## src/rtl/bcd_adder_pkg.sv

```systemverilog
package bcd_adder_pkg;
  localparam int unsigned DIGIT_W = 4;
  localparam logic [DIGIT_W-1:0] DEC_FIX = 4'd6;
  typedef logic [DIGIT_W-1:0] dec_digit_t;
endpackage

```

## src/rtl/bcd_digit_stage.sv

```systemverilog
module bcd_digit_stage
  import bcd_adder_pkg::*;
(
  input  dec_digit_t dig_a,
  input  dec_digit_t dig_b,
  input  logic       carry_in,
  output dec_digit_t dig_sum,
  output logic       carry_out
);
  logic [DIGIT_W:0] raw_sum;
  logic             fix_flag;

  always_comb begin
    raw_sum  = {1'b0, dig_a} + {1'b0, dig_b} + {{DIGIT_W{1'b0}}, carry_in};
    // binary sums 10..19 need the decimal correction
    fix_flag = raw_sum[4] | (raw_sum[3] & (raw_sum[2] | raw_sum[1]));
    dig_sum  = fix_flag ? (raw_sum[DIGIT_W-1:0] + DEC_FIX) : raw_sum[DIGIT_W-1:0];
    carry_out = fix_flag;
  end
endmodule

```

## src/rtl/bcd_carry_chain.sv

```systemverilog
module bcd_carry_chain
  import bcd_adder_pkg::*;
#(
  parameter int unsigned N = 3
)(
  input  logic [DIGIT_W*N-1:0] op_a,
  input  logic [DIGIT_W*N-1:0] op_b,
  input  logic                 cin,
  output logic [DIGIT_W*N-1:0] sum,
  output logic                 cout
);
  logic [N:0] link;

  assign link[0] = cin;

  for (genvar k = 0; k < N; k++) begin : g_digit
    bcd_digit_stage u_stage (
      .dig_a     (op_a[DIGIT_W*k +: DIGIT_W]),
      .dig_b     (op_b[DIGIT_W*k +: DIGIT_W]),
      .carry_in  (link[k]),
      .dig_sum   (sum[DIGIT_W*k +: DIGIT_W]),
      .carry_out (link[k+1])
    );
  end

  assign cout = link[N];
endmodule

```

## src/rtl/bcd_out_stage.sv

```systemverilog
module bcd_out_stage #(
  parameter int unsigned W       = 13,
  parameter bit          REG_OUT = 1'b1
)(
  input  logic         clk,
  input  logic         rst_n,
  input  logic         up_valid,
  output logic         up_ready,
  input  logic [W-1:0] up_data,
  output logic         dn_valid,
  input  logic         dn_ready,
  output logic [W-1:0] dn_data
);
  if (REG_OUT) begin : g_reg
    logic         full_q;
    logic [W-1:0] data_q;

    assign up_ready = !full_q || dn_ready;

    always_ff @(posedge clk or negedge rst_n) begin
      if (!rst_n)        full_q <= 1'b0;
      else if (up_ready) full_q <= up_valid;
    end

    always_ff @(posedge clk) begin
      if (up_valid && up_ready) data_q <= up_data;
    end

    assign dn_valid = full_q;
    assign dn_data  = data_q;
  end else begin : g_comb
    logic unused_clk;
    assign unused_clk = clk ^ rst_n;
    assign up_ready = dn_ready;
    assign dn_valid = up_valid;
    assign dn_data  = up_data;
  end
endmodule

```

## src/rtl/bcd_multi_adder.sv

```systemverilog
module bcd_multi_adder
  import bcd_adder_pkg::*;
#(
  parameter int unsigned N       = 3,
  parameter bit          REG_OUT = 1'b1
)(
  input  logic                 clk,
  input  logic                 rst_n,
  input  logic                 in_valid,
  output logic                 in_ready,
  input  logic [DIGIT_W*N-1:0] in_a,
  input  logic [DIGIT_W*N-1:0] in_b,
  input  logic                 in_cin,
  output logic                 out_valid,
  input  logic                 out_ready,
  output logic [DIGIT_W*N-1:0] out_sum,
  output logic                 out_carry
);
  localparam int unsigned SUM_W = DIGIT_W * N;
  localparam int unsigned PAY_W = SUM_W + 1;

  logic [SUM_W-1:0] chain_sum;
  logic             chain_cout;
  logic [PAY_W-1:0] pay_out;

  bcd_carry_chain #(.N(N)) u_chain (
    .op_a (in_a),
    .op_b (in_b),
    .cin  (in_cin),
    .sum  (chain_sum),
    .cout (chain_cout)
  );

  bcd_out_stage #(.W(PAY_W), .REG_OUT(REG_OUT)) u_out (
    .clk      (clk),
    .rst_n    (rst_n),
    .up_valid (in_valid),
    .up_ready (in_ready),
    .up_data  ({chain_cout, chain_sum}),
    .dn_valid (out_valid),
    .dn_ready (out_ready),
    .dn_data  (pay_out)
  );

  assign out_sum   = pay_out[SUM_W-1:0];
  assign out_carry = pay_out[SUM_W];
endmodule

```

## config.mk

```make
export PLATFORM = sky130hd
export DESIGN_NAME = bcd_multi_adder
export DESIGN_NICKNAME = d
export VERILOG_FILES = /design/src/rtl/bcd_adder_pkg.sv /design/src/rtl/bcd_digit_stage.sv /design/src/rtl/bcd_carry_chain.sv /design/src/rtl/bcd_out_stage.sv /design/src/rtl/bcd_multi_adder.sv
export SDC_FILE = /design/constraint.sdc
export NUM_CORES = 1
export LEC_CHECK = 0
export BUFFER_PORTS_ARGS = -buffer_cell sky130_fd_sc_hd__buf_2
export CORE_MARGIN = 2
export CORE_UTILIZATION = 44
export CTS_CLUSTER_DIAMETER = 60
export CTS_CLUSTER_SIZE = 25
export DETAILED_ROUTE_END_ITERATION = 10
export PLACE_DENSITY_LB_ADDON = 0.15
export SLEW_MARGIN = 0
export SYNTH_ARGS = -nofsm -noshare
export SYNTH_HDL_FRONTEND = slang
export SYNTH_SLANG_ARGS = --single-unit
```

## constraint.sdc

```tcl
create_clock -name clk -period 1.1 [get_ports clk]
set_clock_uncertainty 0.05 [all_clocks]
set_input_delay 0.165 -clock clk [delete_from_list [all_inputs] [get_ports clk]]
set_output_delay 0.165 -clock clk [all_outputs]
set_load 0.02 [all_outputs]
```

==> results of run 1 <==
## logic make-up (layout without fill, tap and decap cells)
group | after synthesis | count (layout) | synth area share [%]
adders and majority gates | 21 | 21 | 25.6
AOI/OAI and AO/OA | 21 | 21 | 11.3
and+or+nand+nor | 21 | 22 | 11.5
buffers and inverters | 15 | 100 | 4.69
DFF | 14 | 14 | 34.6
xor gates and xnor gates | 9 | 9 | 6.56
muxes | 7 | 7 | 5.83
## metal layers
metal	global-route usage, %	vias up	share of wire [%]
met1	21.7	578	34
met5	0	-	0
met2	39.0	43	57
met3	3.92	11	5.2
met4	11.2	0	2.9
li1	-	558	-
## timing repair
action                     CTS  global route
resized for setup           16            12
setup endpoints to repair   18            20
hold buffers                 1             0
setup buffers                8             5
pin swaps                   22             5
gates cloned                 1             0
hold endpoints to repair     1             0
## worst min path at each step
stage,to,slack [ns],cells after the start
after floorplan,u_out.dn_valid,-0.18,0
after global routing,u_out.dn_valid,0.11,2
after detailed placement,u_out.dn_valid,-0.11,1
after CTS,u_out.dn_valid,0.07,2
after global placement,u_out.dn_valid,-0.11,1
final,u_out.dn_valid,0.08,2
## cells in the final DEF (no fill, tap or decap), drive strengths merged
cell type / instances
buf: 80
ha: 15
inv: 15
edfxtp: 13
a21oi: 10
mux2i: 7
fa: 6
xnor2: 6
nor2b: 5
o22ai: 3
clkbuf: 3
xor2: 3
nand2: 2
or2: 2
o21bai: 2
and2: 2
nor4: 2
nor2: 2
and4bb: 2
a21o: 2
nand2b: 2
nand3: 1
nor4b: 1
a311oi: 1
nor3: 1
o21ba: 1
a211oi: 1
o21ai: 1
clkinv: 1
dlygate4sd3: 1
dfrtp: 1
## area by class of cell
class | instances | share of cell area, %
clock buffers | 3 | 1.10
clock inverters | 1 | 0.184
inverters | 15 | 3.25
multi-input cells | 80 | 45.9
flip-flops and latches | 14 | 20.4
well taps | 30 | 1.84
repair buffers | 81 | 27.3
## stage by stage
step	instances	util (%)
finish	224	80.9
global placement	207	70.8
global route	224	80.9
floorplan	108	-
detailed placement	207	70.8
CTS	219	77.1
## sequential cells by signal (all words and copies together), names as in the netlist
register and flops:
u_out.dn_data 13, u_out.dn_valid 1
## critical path, stage by stage
cell	delay (ns)
buf_6	0.07
inv_2	0.03
fa_2	0.37
inv_2	0.07
fa_2	0.44
inv_2	0.09
ha_4	0.16
a21oi_2	0.06
o22ai_1	0.15
and4bb_4	0.26
inv_2	0.04
fa_2	0.36
fa_2	0.42
xnor2_4	0.20
ha_4	0.20
nor2_2	0.05
a311oi_2	0.26
nand2_2	0.12
fa_2	0.38
inv_2	0.06
fa_2	0.22
xor2_2	0.19
ha_4	0.19
and4bb_2	0.25
nor3_2	0.14
nand2_2	0.11
mux2i_1	0.14
## where the power goes
part / leakage [nW] / total [mW] / switching [mW] / internal (mW)
Sequential: 0.134 / 0.746 / 0.0239 / 0.722
Combinational: 0.803 / 1.64 / 0.775 / 0.861
Clock: 0.0154 / 0.319 / 0.186 / 0.132
==> qor.csv, run 1 <==
metric,value,unit
crit_start,in_a[0],
antenna_found_initial,0,
clockBufferDepth,2,
grt_pass1_wl,5.04,mm
num_vias,1190,
relSlewSlack,72.4,%
area_growth,69.8,%
placed_area,1790,µm²
arrival,5.22,ns
numCtsBuffers,3,
peakVddDrop,1.07,mV
syn-num-nets,158,
setup_violations,26,
ant_nets,0,
syn_inst,108,
drt-total-wl,3.45,mm
synth.most_common_cell,ha_1,
endpoint,u_out.dn_data[10],
synthArstFlopShare,7.14,%
drt_pass1_iterations,4,
crit_required,1.10,ns
netlist_top_cells_area,"edfxtp_1, ha_1, fa_1",
ys.flop_type,edfxtp_1,
worstHoldPathType,primary input to flop,
reg2reg_depth,3,
track_usage,20.9,%
drt_iter0_drc,36,
clk_pin_slew,0.09,ns
synth.ff_latch_count,14,
power_leakage,0.953,nW
syn_area,1200,µm²
place_congestion,0.731,
min_period,5.22,ns
worstPathMaxFanout,5,
ys_warn_count,0,
failed_checks,setup timing,
setup_slack,-4.12,ns
die_area,3160,µm²
rr_startpoint,u_out.dn_valid,
crit_path_start_kind,primary input,
clock-sinks,14,
avgSynthCellArea,11.1,µm²
drv_slew,0,
seq_area_frac_synth,34.6,%
yosysTopAreaCell,edfxtp_1,
overflow,0,
num_antenna_cells,0,
setup-tns-final,-32.22,ns
r2r_slack,-0.07,ns
powerDensity,1320,nW/µm²
fillers,148,
port_buffers,43,
grt_pass1_vias,1189,
netlist-cell-type-count,31,
synth_edf_count,13,
path_class,primary input to flop,
rsz0062_at_grt,yes,
clock_tree.root_cell,clkbuf_4,
fin_area,2040,µm²
cts_tree,yes,
die_y,56.3,µm
rows,18,
drive_gt1_share,64.9,%
h-tree-depth,1,
fin_nets,245,
dpl_worst_slack,-4.66,ns
grt_max_degree,9,
worstMarginPinSlew,0.414,ns
vias_per_cell,5.31,
reg2reg_to,u_out.dn_data[3],
multiInputGateArea,936,µm²
final-seq-area,417,µm²
die_w,56.3,µm
maxCapViolCount,0,
place.detailed.hpwl,2.37,mm
clk-insertion-delay-late,0.29,ns
clock.fmax,192,MHz
synth_common_cells,"ha_1, inv_1, edfxtp_1",
start_util,47.6,%
wl_per_cell,15.4,µm
synth_top_area_share,32.5,%
worstHoldStart,in_valid,
holdWs,0.0840,ns
finalHoldViolations,0,
min_period_over_period,474,%
end_kind,flop,
core,2520,µm²
io-pin-count,44,
finalPower,2.70,mW
status,finished with violations,
drc,0,
(Power assumes the default switching activity.)
==> run 2, diff against run 1 <==
Clock period 1.1 ns to 4.6 ns, I/O delays scaled along.
==> run 2 against run 1 <==
Against the previous run: the run still ends with setup timing left; clock power down 72%; global-route usage shrank 1.6 points; wire length fell by 16%; critical path depth unchanged; combinational power down 80%; sequential cell count stayed put; worst setup slack gained 2.9 ns; non-clock buffer count is 8 lower; register-to-register slack improved by 3.3 ns; first-iteration DRC count shrank 17%; total power decreased by 78%; critical path type unchanged.
==> qor.csv, run 2 (synthesis gave the netlist of run 1 again) <==
metric,value,unit,change
status,finished with violations,,
failed_checks,setup timing,,
power_frac_seq,29.6,%,+2.0 points
wl_per_cell,13.5,µm,-12%
finalHoldViolations,0,,unchanged
clockBufferDepth,2,,unchanged
place_congestion,0.826,,+13%
min_period,5.78,ns,
clock.fmax,173,MHz,
worstPathMaxFanout,5,,unchanged
min_period_over_period,126,%,
reg2reg_to,u_out.dn_data[10],,
final_core_util,73.4,%,-7.4 points
p_comb_share,55.4,%,-5.2 points
rsz0062_at_grt,yes,,
drive_gt1_share,60.5,%,-4.4 points
io-pin-count,44,,unchanged
setup_violations,4,,-85%
fillers,177,,+20%
powerDensity,325,nW/µm²,-75%
clockPowerShare,15.0,%,+3.2 points
crit_path_start_kind,primary input,,
place.detailed.hpwl,2.30,mm,-3.1%
worstHoldPathType,primary input to async pin,,
reg2reg_depth,2,,-1
power_switching,209,µW,-79%
start_util,47.6,%,unchanged
rows,18,,unchanged
drt-total-wl,2.91,mm,-16%
drt_pass1_iterations,4,,unchanged
maxCapViolCount,0,,unchanged
h-tree-depth,1,,unchanged
swShare,34.6,%,-1.8 points
setup-tns-final,-4.26,ns,+27.96 ns
drt_iter0_drc,30,,-17%
r2r_slack,3.18,ns,+3.25 ns
antenna_found_initial,0,,unchanged
num_vias,1097,,-7.8%
die_w,56.3,µm,unchanged
final_cell_mix,"buf_2, buf_4, edfxtp_1",,
port_buffers,43,,unchanged
drv_slew,0,,unchanged
holdWs,0.123,ns,+0.0390 ns
overflow,0,,unchanged
grt_pass1_wl,4.84,mm,-3.9%
layout_commonest_cell,buf_2,,
end_kind,flop,,
power_leakage,0.879,nW,-7.7%
holdBufCountCts,0,,-1
setup_slack,-1.18,ns,+2.94 ns
clock-sinks,14,,unchanged
num_antenna_cells,0,,unchanged
clk-insertion-delay-late,0.27,ns,-0.02 ns
core,2520,µm²,unchanged
area_growth,54.2,%,
relSlewSlack,60.3,%,-12 points
vias_per_cell,5.10,,-4.0%
arrival,5.85,ns,+0.63 ns
grt_pass1_vias,1133,,-4.7%
clk_pin_slew,0.09,ns,about the same
intPower,394,µW,-77%
fin_nets,236,,-3.7%
track_usage,19.3,%,-1.6 points
numCtsBuffers,3,,unchanged
crit_required,4.68,ns,+3.58 ns
rr_startpoint,u_out.dn_valid,,
largest_reg_flops,13,,unchanged
peakVddDrop,0.212,mV,-80%
drc,0,,unchanged
die_y,56.3,µm,unchanged
path_class,primary input to flop,,
worstMarginPinSlew,0.596,ns,+0.182 ns
die_area,3160,µm²,unchanged
grt_max_degree,14,,+5
cts_tree,yes,,
ant_nets,0,,unchanged
clock_tree.root_cell,clkbuf_4,,
## run 2: cell count changes in the layout (fill, tap and decap cells not counted), moves of 2 or more
cell	before	now
ha_4	5	3
buf_4	31	29
xnor2_4	2	0
buf_2	38	41
buf_6	11	3
and2_4	2	0
ha_1	10	12
or2_4	2	0
or2_2	0	2
## run 2: critical path: stages
cell	delay (ns)
buf_6	0.07
inv_2	0.03
fa_2	0.37
inv_2	0.08
fa_2	0.45
inv_2	0.09
ha_4	0.16
a21oi_2	0.06
o22ai_1	0.17
and4bb_4	0.27
inv_2	0.04
fa_2	0.35
fa_2	0.38
xnor2_2	0.20
ha_4	0.19
nor2_1	0.04
a311oi_1	0.25
nand2_1	0.15
fa_2	0.37
inv_2	0.06
fa_2	0.46
ha_4	0.20
buf_6	0.11
mux2i_2	0.18
o22ai_2	0.12
nand2_2	0.11
mux2i_1	0.19
## run 2: repair_timing
action / in CTS / in global routing
setup buffers: 7 / 4
endpoints found under the setup margin: 5 / 5
gates resized for setup: 6 / 5
pin swaps: 20 / 4
## run 2: layout make-up
class,instances,area [µm²],area share (%)
clock buffer,4,36.3,1.96
inverter,15,63.8,3.45
multi-input combinational,79,842,45.5
sequential,14,415,22.4
tap,30,37.5,2.03
timing repair buffer,73,457,24.7
## run 2: per-layer routing
layer	routed length (µm)	vias up	global-route usage, %
met3	167	4	2.53
met1	1100	517	21.4
met5	0	-	0
met2	1600	37	37.3
li1	-	539	-
met4	35	0	6.12
## run 2: worst max-delay path by stage
| stage | start | endpoint | depth (start not counted) |
|---|---|---|---|
| 3_5_place_dp | in_cin | u_out.dn_data[10] | 26 |
| 4_1_cts | in_a[0] | u_out.dn_data[10] | 27 |
| 6_report | in_a[0] | u_out.dn_data[10] | 27 |
| 3_3_place_gp | in_cin | u_out.dn_data[10] | 27 |
| 5_1_grt | in_a[0] | u_out.dn_data[10] | 27 |
| 2_1_floorplan | in_cin | u_out.dn_data[9] | 26 |
## run 2: power by group through the flow
| stage | registers [mW] | clock network, mW | logic [mW] |
|---|---|---|---|
| global route | 0.180 | 0.0974 | 0.364 |
| detailed placement | 0.181 | 0 | 0.293 |
| global placement | 0.180 | 0 | 0.280 |
| CTS | 0.178 | 0.0924 | 0.313 |
| floorplan | 0.207 | 0 | 0.161 |
| finish | 0.178 | 0.0903 | 0.334 |
## run 2: per-stage QoR
step / cell area [µm²] / power [mW] / worst slack (ns) / std cells
detailed placement: 1680 / 0.474 / -1.72 / 200
global placement: 1680 / 0.460 / -1.46 / 200
global route: 1850 / 0.641 / -1.36 / 215
floorplan: 1290 / 0.368 / -1.35 / 108
CTS: 1800 / 0.584 / -1.18 / 211
finish: 1850 / 0.602 / -1.18 / 215
==> run 3, diff against run 2 <==
Settings changed: CORE_UTILIZATION 44 to 46, SYNTH_HIERARCHICAL set to 1.
==> run 3 against run 2 <==
Against the previous run: the run still ends with setup timing left; global-route usage decreased by 0.76 points; non-clock buffer count decreased by 1; first-iteration DRC count decreased by 67%; largest power group unchanged.
==> qor.csv, run 3 <==
metric,value,unit,change
status,finished with violations,,
failed_checks,setup timing,,
clockPowerShare,14.3,%,-0.7 points
p_comb_share,56.7,%,+1.3 points
clk_pin_slew,0.09,ns,about the same
synth.ff_latch_count,14,,unchanged
synth.most_common_cell,inv_1,,
powerDensity,310,nW/µm²,-4.6%
synth_top_area_share,29.3,%,-3.2 points
netlist_top_cells_area,"edfxtp_1, ha_1, fa_1",,
dpl_worst_slack,-1.95,ns,-0.230 ns
io-pin-count,44,,unchanged
maxCapViolCount,0,,unchanged
fin_nets,249,,+5.5%
reg2reg_depth,2,,unchanged
place_congestion,0.803,,-2.8%
crit_chain,buf_6 > inv_2 > fa_2 > fa_2 > xor2_2 > ha_2 > or4_4 > nand4b_4 > inv_2 > fa_2 > fa_2 > xor2_2 > ha_2 > or4_4 > nand4b_4 > inv_2 > fa_2 > fa_2 > xor2_2 > ha_2 > or4_4 > nand4b_4 > mux2i_1,,
min_period_over_period,130,%,+4.7 points
power_frac_seq,29.0,%,-0.6 points
area_growth,47.3,%,
clk-insertion-delay-late,0.27,ns,about the same
setup_violations,5,,+1
place.detailed.hpwl,2.23,mm,-3.0%
synthArstFlopShare,7.14,%,unchanged
num_vias,1125,,+2.6%
synth_edf_count,13,,unchanged
multiInputGateArea,957,µm²,+14%
path_class,primary input to flop,,
drt_pass1_iterations,2,,-2
relSlewSlack,78.2,%,+18 points
drt-total-wl,2.72,mm,-6.5%
clock-sinks,14,,unchanged
worstHoldPathType,primary input to async pin,,
fillers,219,,+24%
final_cell_mix,"buf_2, buf_4, edfxtp_1",,
h-tree-depth,1,,unchanged
start_util,48.4,%,+0.75 points
arrival,6.07,ns,+0.22 ns
netlist-cell-type-count,23,,-26%
antenna_found_initial,0,,unchanged
end_kind,flop,,
worstMarginPinSlew,0.323,ns,-0.273 ns
die_area,3350,µm²,+5.8%
clock_tree.root_cell,clkbuf_4,,
intPower,402,µW,+2.2%
wl_per_cell,11.9,µm,-12%
grt_pass1_wl,4.90,mm,+1.2%
slowest_stage,or4_4,,
cp_num_cells,23,,-15%
avgSynthCellArea,10.9,µm²,-1.7%
clock.fmax,167,MHz,-3.6%
peakVddDrop,0.229,mV,+8.0%
cp_num_buf_inv,4,,-3
crit_required,4.68,ns,about the same
min_period,5.99,ns,+0.215 ns
ys_warn_count,6,,+6
swShare,34.0,%,-0.61 points
cts_tree,yes,,
ant_nets,0,,unchanged
grt_pass1_vias,1161,,+2.5%
crit_path_max_incr_delay,0.43,ns,-0.03 ns
seq_area_frac_synth,31.1,%,-3.4 points
cpLargestDelayFamily,adder cells,,
cpMostUsedCell,fa_2,,
numCtsBuffers,3,,unchanged
drive_gt1_share,57.1,%,-3.5 points
ys.flop_type,edfxtp_1,,
final-seq-area,415,µm²,unchanged
power_leakage,0.955,nW,+8.6%
setup-tns-final,-5.31,ns,-1.05 ns
rows,19,,+1
setup_slack,-1.39,ns,-0.215 ns
die_y,57.8,µm,+2.8%
grt_max_degree,14,,unchanged
track_usage,18.5,%,-0.76 points
yosysTopAreaCell,edfxtp_1,,
core,2760,µm²,+9.3%
synth_common_cells,"inv_1, ha_1, edfxtp_1",,
holdBufCountCts,0,,unchanged
drc,0,,unchanged
overflow,0,,unchanged
power_switching,207,µW,-0.54%
rsz0062_at_grt,yes,,
clockBufferDepth,2,,unchanged
layout_commonest_cell,buf_2,,
drv_slew,0,,unchanged
syn_area,1330,µm²,+11%
largest_reg_flops,13,,unchanged
syn_inst,122,,+13%
port_buffers,43,,unchanged
worstPathMaxFanout,5,,unchanged
syn-num-nets,172,,+8.9%
drt_iter0_drc,10,,-67%
die_w,57.8,µm,+2.8%
vias_per_cell,4.91,,-3.7%
finalHoldViolations,0,,unchanged
crit_path_start_kind,primary input,,
num_antenna_cells,0,,unchanged
==> run 3: layout make-up <==
class                      instances  share of cell area, %
tap                               31                   1.97
multi-input combinational         90                   48.7
sequential                        14                   21.1
inverter                          18                   3.82
timing repair buffer              72                   22.5
clock buffer                       4                   1.85
==> run 3: routing by layer <==
layer / track usage (%) / vias to the layer above / share of wire [%]
met2: 34.6 / 30 / 50
met5: 0 / - / 0
met1: 22.6 / 520 / 44
met4: 3.99 / 0 / 0.63
met3: 2.23 / 2 / 5.2
li1: - / 573 / -
==> run 3: worst reg2reg max path: stages, from the launching register on <==
cell	delay (ns)
dfrtp_1	0.41
nand2b_4	0.08
and2_4	0.25
==> run 3: path summary, 6_finish.rpt <==
kind                                start                 to  slack, ns
max in group asynchronous           rst_n     u_out/dn_valid       4.30
min in group clk           u_out/dn_valid     u_out/dn_valid       0.50
min reg2reg                u_out/dn_valid     u_out/dn_valid       0.50
max                               in_a[0]  u_out/dn_data[10]      -1.39
max reg2reg                u_out/dn_valid   u_out/dn_data[2]       3.51
min                                 rst_n     u_out/dn_valid       0.12
==> run 3: kinds of logic (layout without fill, tap and decap cells) <==
group           Yosys count  after routing  synth area share (%)
fa+ha+maj                21             21                  23.1
xor+xnor                  9              9                  5.91
flops                    14             14                  31.1
compound gates           18             18                  7.88
buf+inv                  18             94                  5.07
simple gates             33             33                  20.2
mux                       9              9                  6.75
==> run 3: timing repair <==
item / in CTS / in global routing
pin swaps: 11 / 3
setup buffers: 4 / 5
gates resized for setup: 7 / 5
setup endpoints to repair: 5 / 7
==> run 3: power by group through the flow <==
stage | clock, mW | combinational [mW] | sequential (mW)
final | 0.0873 | 0.346 | 0.177
after global routing | 0.0949 | 0.380 | 0.179
after CTS | 0.0911 | 0.325 | 0.177
after detailed placement | 0 | 0.307 | 0.180
after global placement | 0 | 0.299 | 0.180
after floorplan | 0 | 0.180 | 0.208
==> run 3: per-stage QoR <==
step | cells | hold slack [ns] | power, mW | utilization, % | cell area [µm²]
2_1_floorplan | 122 | 0.344 | 0.388 | - | 1410
3_3_place_gp | 216 | 0.415 | 0.479 | 65.9 | 1820
3_5_place_dp | 216 | 0.416 | 0.487 | 65.9 | 1820
4_1_cts | 224 | 0.108 | 0.594 | 69.4 | 1910
5_1_grt | 229 | 0.103 | 0.654 | 71.2 | 1960
6_report | 229 | 0.121 | 0.610 | 71.2 | 1960
